### src/rtl/fcs_pkg.sv
package fcs_pkg;

    typedef enum logic [1:0] {
        PH_IDLE   = 2'd0,
        PH_ABSORB = 2'd1,
        PH_EMIT   = 2'd2
    } phase_e;

endpackage

### src/rtl/fcs_tap_step.sv
// One serial division step: shift left, fold the feedback bit into the tapped positions.
module fcs_tap_step #(
    parameter int         W       = 5,
    parameter logic [W:0] DIVISOR = 6'b110101
) (
    input  logic [W-1:0] rem_in,
    input  logic         bit_in,
    output logic [W-1:0] rem_out
);
    logic fb;
    assign fb = rem_in[W-1] ^ bit_in;

    for (genvar i = 0; i < W; i++) begin : g_bit
        if (i == 0) begin : g_lo
            if (DIVISOR[0]) begin : g_tap
                assign rem_out[0] = fb;
            end else begin : g_plain
                assign rem_out[0] = 1'b0;
            end
        end else begin : g_hi
            if (DIVISOR[i]) begin : g_tap
                assign rem_out[i] = rem_in[i-1] ^ fb;
            end else begin : g_plain
                assign rem_out[i] = rem_in[i-1];
            end
        end
    end
endmodule

### src/rtl/fcs_zero_detect.sv
module fcs_zero_detect #(
    parameter int W = 5
) (
    input  logic [W-1:0] value,
    output logic         is_zero
);
    assign is_zero = ~|value;
endmodule

### src/rtl/serial_fcs_unit.sv
module serial_fcs_unit #(
    parameter int             FCS_W   = 5,
    parameter logic [FCS_W:0] DIVISOR = 6'b110101
) (
    input  logic clk,
    input  logic rst_n,
    input  logic start,
    input  logic mode_check,
    input  logic bit_in,
    input  logic bit_valid,
    input  logic msg_end,
    output logic fcs_out,
    output logic fcs_out_valid,
    output logic chk_done,
    output logic chk_ok
);
    import fcs_pkg::*;

    localparam int CNT_W = $clog2(FCS_W + 1);
    localparam logic [CNT_W-1:0] LAST_IDX = CNT_W'(FCS_W - 1);

    typedef struct packed {
        phase_e             phase;
        logic               chk_mode;
        logic [FCS_W-1:0]   rem;
        logic [CNT_W-1:0]   cnt;
        logic               done;
        logic               ok;
    } ctl_t;

    ctl_t ctl_d, ctl_q;

    logic [FCS_W-1:0] step_rem;
    logic             step_zero;

    fcs_tap_step #(.W(FCS_W), .DIVISOR(DIVISOR)) u_step (
        .rem_in  (ctl_q.rem),
        .bit_in  (bit_in),
        .rem_out (step_rem)
    );

    fcs_zero_detect #(.W(FCS_W)) u_zero (
        .value   (step_rem),
        .is_zero (step_zero)
    );

    always_comb begin
        ctl_d = ctl_q;
        unique case (ctl_q.phase)
            PH_ABSORB: begin
                if (bit_valid) begin
                    ctl_d.rem = step_rem;
                    if (msg_end) begin
                        if (ctl_q.chk_mode) begin
                            ctl_d.done  = 1'b1;
                            ctl_d.ok    = step_zero;
                            ctl_d.phase = PH_IDLE;
                        end else begin
                            ctl_d.cnt   = '0;
                            ctl_d.phase = PH_EMIT;
                        end
                    end
                end
            end
            PH_EMIT: begin
                // feedback off: plain shift toward the serial output
                ctl_d.rem = {ctl_q.rem[FCS_W-2:0], 1'b0};
                ctl_d.cnt = ctl_q.cnt + 1'b1;
                if (ctl_q.cnt == LAST_IDX) begin
                    ctl_d.phase = PH_IDLE;
                end
            end
            default: ;
        endcase

        if (start) begin
            ctl_d.phase    = PH_ABSORB;
            ctl_d.chk_mode = mode_check;
            ctl_d.rem      = '0;
            ctl_d.cnt      = '0;
            ctl_d.done     = 1'b0;
            ctl_d.ok       = 1'b0;
        end
    end

    always_ff @(posedge clk or negedge rst_n) begin
        if (!rst_n) begin
            ctl_q <= '{phase: PH_IDLE, chk_mode: 1'b0, rem: '0, cnt: '0, done: 1'b0, ok: 1'b0};
        end else begin
            ctl_q <= ctl_d;
        end
    end

    assign fcs_out_valid = (ctl_q.phase == PH_EMIT);
    assign fcs_out       = fcs_out_valid & ctl_q.rem[FCS_W-1];
    assign chk_done      = ctl_q.done;
    assign chk_ok        = ctl_q.ok;
endmodule

### config.mk
export PLATFORM = sky130hd
export DESIGN_NAME = serial_fcs_unit
export DESIGN_NICKNAME = d
export VERILOG_FILES = /design/src/rtl/fcs_pkg.sv /design/src/rtl/fcs_tap_step.sv /design/src/rtl/fcs_zero_detect.sv /design/src/rtl/serial_fcs_unit.sv
export SDC_FILE = /design/constraint.sdc
export NUM_CORES = 1
export LEC_CHECK = 0
export BUFFER_PORTS_ARGS = -buffer_cell sky130_fd_sc_hd__buf_4
export CORE_MARGIN = 2
export CORE_UTILIZATION = 58
export CTS_CLUSTER_DIAMETER = 30
export DETAILED_ROUTE_END_ITERATION = 16
export GPL_TIMING_DRIVEN = 0
export MAX_ROUTING_LAYER = met4
export PLACE_DENSITY = 0.86
export SLEW_MARGIN = 20
export SYNTH_ARGS = -nofsm -noshare
export SYNTH_HDL_FRONTEND = slang
export SYNTH_SLANG_ARGS = --single-unit
### constraint.sdc
create_clock -name clk -period 3.8 [get_ports clk]
set_input_delay 0.38 -clock clk [delete_from_list [all_inputs] [get_ports clk]]
set_output_delay 0.38 -clock clk [all_outputs]
set_load 0.05 [all_outputs]
After elaboration in Yosys (flattened, before gate mapping)
Cells that the tools add are included.

Register bits after elaboration: 13. Bits of input ports: 7.

Add/subtract/negate cells: 1. Equal/unequal tests: 7. Mux-type cells: 12. Bitwise gates (word level): 4. Reduce and logical (&&, ||, !) cells: 11.

Operators by type and width (count): one-hot mux 8 bit (2 select lines) (1); 2-to-1 mux 13 bit (1); 2-to-1 mux 2 bit (6); AND reduction 4 bit (3); 2-to-1 mux 10 bit (1); != test 3 bit, second input constant (3); nonzero test 2 bit (4); 2-to-1 mux 5 bit (1); OR reduction 5 bit (1); one-hot mux 2 bit (2 select lines) (1); adder 3 x 1 -> 3 bit, second input constant (1); == test 3 bit, second input constant (1); 2-to-1 mux 3 bit (1); != test 3 x 2 -> 1 bit, second input constant (1); nonzero test 3 bit (1); bitwise XOR 1 bit (3); == test 2 x 1 -> 1 bit, second input constant (1); == test 2 bit, second input constant (1); AND reduction 2 bit (1); bitwise AND 1 bit (1); zero test 1 bit (1).

Logic depth before layout (Yosys ltp)
Depth after elaboration: 9. Gate-level depth with buffers: 7.

Hierarchy
From an unflattened synthesis, not the netlist that was laid out.

Cells, all modules: 71. Area, all modules: 768.2 sq um.

Modules (own cells, without submodules): serial_fcs_unit (times used 1, cells each 63, area an instance 678.2 sq um, sequential area each 325.3 sq um); fcs_tap_step (times used 1, cells each 6, area an instance 78.8 sq um, sequential area each 0.0 sq um); fcs_zero_detect (times used 1, cells each 2, area an instance 11.3 sq um, sequential area each 0.0 sq um).

Worst setup path after synthesis
OpenSTA, ideal clock, no wires.

Path kind: flip-flop to output port. Start: reg ctl_q[11] in the netlist's numbering. End: out fcs_out. Arrival time: 1425 ps. Required time: 3420 ps. Setup slack: 1995 ps. Stages on the path, launching flop included: 6. Path buffers: 2. Path through: dfrtp_1 buf_6 nand2b_4 buf_6 inv_2 and2_1.

Word-level cells in the longest chain between the ends: 2.

RTL lines: from (decl) (line serial_fcs_unit.sv:31) `ctl_t ctl_d, ctl_q;`; from (signal assigned) (line serial_fcs_unit.sv:88) `ctl_q <= '{phase: PH_IDLE, chk_mode: 1'b0, rem: '0, cnt: '0, done: 1'b0, ok: 1'b0};`; from (signal assigned) (line serial_fcs_unit.sv:90) `ctl_q <= ctl_d;`; == test 2 bit (line serial_fcs_unit.sv:94) `assign fcs_out_valid = (ctl_q.phase == PH_EMIT);`; net fcs_out_valid (line serial_fcs_unit.sv:13) `output logic fcs_out_valid,`; bitwise AND 1 bit (line serial_fcs_unit.sv:95) `assign fcs_out = fcs_out_valid & ctl_q.rem[FCS_W-1];`; to (decl) (line serial_fcs_unit.sv:12) `output logic fcs_out,`.

The timed path passes the listed nets, and every way through them passes these cells.

Worst setup path after layout
Start: reg ctl_q[11] in the netlist's numbering. End: out fcs_out.

Word-level cells in the longest chain between the ends: 2.

RTL lines (line): == test 2 bit (serial_fcs_unit.sv:94); bitwise AND 1 bit (serial_fcs_unit.sv:95).

No other way between the ends.

==> impl_metrics.ini <==
[floorplanning]
placementRows = 13
core_um2 = 1250
ios = 11
initial_utilization_pct = 60.5
dieArea_um2 = 1610
dieHeight_um = 40.2
die_w_um = 40.2

[setup_path]
crit_arrival_ns = 1.46
start_kind = register
cp_data_required_time_ns = 3.42
path_buf_inv = 4
slowest_delay_ns = 0.38
crit_start = ctl_q[11]
crit_family = buffers and inverters
cp-end-kind = output port
reg2reg_slack_ns = 2.38
slowest_stage = dfrtp_1
reg2reg_from = ctl_q[12]
crit_chain = buf_6 > nand2b_4 > buf_6 > inv_2 > and2_1 > buf_4
critPathMostFrequentCell = buf_6
crit_type = register to output port
cp_max_fo = 9

[timing]
hold_violations = 0
slew_headroom_pct = 78.1
max_freq_ghz = 0.542
tns_ns = 0
fin_skew_ns = 0.00225
worstMarginPinSlew_ns = 0.327
finalSetupViolCount = 0
fin_crit_ns = 1.84
finalCritPeriodShare_pct = 48.5
rsz0062_at_grt = no
slew_violations = 0

[finish]
n_antenna_cell = 0
areaGrowthSynthToFinish_pct = 17.2
final_cells = 114
drive_gt1_share_pct = 22.2
fin_util_pct = 70.9
nNetsFinal = 109

[drt]
routed_wl_um = 1500
firstDrtPassIters = 6
wl_per_cell_um = 13.1
initialDrtViolationCount = 13
drcViolationCount = 0
vias = 645
post_drt_via_cell_ratio = 5.66
drtAntennaViolNets = 0

[clock_network]
clk_pin_slew_ns = 0.08
cts-root-buf = clkbuf_4
cts_buffers = 3
hold_buffers = 1
post-cts-setup-buffer-count = 0
worstSkewPairLatency_ns = 0.27
cts.sink_count = 13
cts_resized = 0
cts_buffer_depth = 2
htreeDepth = 1
cts_tree = built

[logic_synthesis]
synthTopCellsByArea = dfrtp_1 43%, nor2_1 5.9%, a21oi_1 5.3%
netlist_area_um2 = 758
ys_ff_latch = 13
yosysTopAreaCell = dfrtp_1
netlist_instances = 84
yosys.area.top_type_share_pct = 42.9
syn_area_per_cell_um2 = 9.03
synth_warnings = 0
ys_types = 29
syn_nets = 93
ys_seq_area_share_pct = 42.9

[job]
max_cap_violations = 0

[power_and_ir_drop]
ir_worst_vdd_mv = 0.194
powerDensity_nw_per_um2 = 332
leakagePower_nw = 0.418
power_w = 0.000295

[global_route]
grt_pass1_vias = 589
grt_pass1_wl_um = 2470
grt_antenna_before_repair = 0
grt_max_degree = 14
track_usage_pct = 24.2
grt-ovfl-total = 0

[status]
status = finished clean

[place]
hpwl_um = 1080
numPlacedInstances = 109
port_buffers = 10
place_congestion = 0.748

[hold_path]
min-delay-start = start
hp-class = primary input to register
cell usage in the layout (no fill, tap or decap), types with 2 or more instances in the layout:
master	n
clkbuf_4	3
buf_6	3
inv_1	3
and2_1	2
a31oi_1	2
nor2_1	12
ha_1	2
nand3_1	6
nor3b_1	2
o21ai_0	3
a21oi_1	8
dfrtp_1	13
buf_4	11
nand2_1	9
nor3_1	3
stage by stage:
stage | area, um^2 | setup slack (ns) | hold slack, ns
CTS | 888 | 1.95 | 0.299
floorplan | 758 | 1.99 | 0.0844
global placement | 852 | 2.27 | 0.231
global route | 888 | 1.89 | 0.293
finish | 888 | 1.96 | 0.312
detailed placement | 852 | 2.25 | 0.233
report_power, final:
group | switching [W] | total (W) | internal, W | leakage [nW]
logic | 0.0000328 | 0.0000598 | 0.0000270 | 0.230
registers | 0.00000634 | 0.000152 | 0.000145 | 0.173
clock network | 0.0000427 | 0.0000832 | 0.0000406 | 0.0150
final timing paths:
check | endpoint | depth (start not counted)
setup / recovery | fcs_out | 6
hold / removal | ctl_q[12] | 2
setup reg to reg | ctl_q[2] | 5
hold reg to reg | chk_done | 2
max in group asynchronous | chk_ok | 2
min in group asynchronous | ctl_q[4] | 2
cell usage after synthesis:
cell type / n
nand3b_1: 1
nand2b_4: 1
nand3b_4: 1
nor3_1: 3
or3b_4: 1
nor3b_1: 2
nand4b_1: 1
a22oi_1: 1
a31oi_1: 2
buf_4: 1
xor2_1: 1
nand2_1: 9
a32o_1: 1
or2_0: 1
and2_1: 2
a21oi_1: 8
dfrtp_1: 13
o21ai_0: 3
a211oi_1: 1
nor2_1: 12
inv_2: 1
inv_1: 3
o21a_1: 1
mux2i_1: 1
ha_1: 2
a21o_1: 1
buf_6: 3
or2_2: 1
nand3_1: 6
registers in the layout, summed over array words and instances (netlist names):
register	count
chk_done	1
chk_ok	1
ctl_q	11
per-layer routing:
layer	vias up	global-route usage (%)	wire length, um
met1	306	28.4	719
li1	320	-	-
met2	17	41.1	721
met4	0	10.3	13
met5	-	-	0
met3	2	3.33	41
cells by family (layout without fill, tap and decap cells):
| family | after synthesis | after routing | share of synthesized area [%] |
|---|---|---|---|
| DFF | 13 | 13 | 42.9 |
| AOI/OAI and AO/OA | 18 | 18 | 14.2 |
| xor gates and xnor gates | 1 | 1 | 1.16 |
| muxes | 1 | 1 | 1.32 |
| and+or+nand+nor | 41 | 41 | 29.7 |
| buffers and inverters | 8 | 23 | 7.43 |
| adders and majority gates | 2 | 2 | 3.30 |
final cells by class:
cell class                      instances  area (um^2)
Timing Repair Buffer                   11         85.1
Sequential cell                        13          325
Tap cell                               15         18.8
Inverter                                4         15.0
Buffer                                  4         41.3
Clock buffer                            4         26.3
Multi-Input combinational cell         63          377
Fill cell                              90          364
No activity file was read; power rests on OpenSTA's default activity.
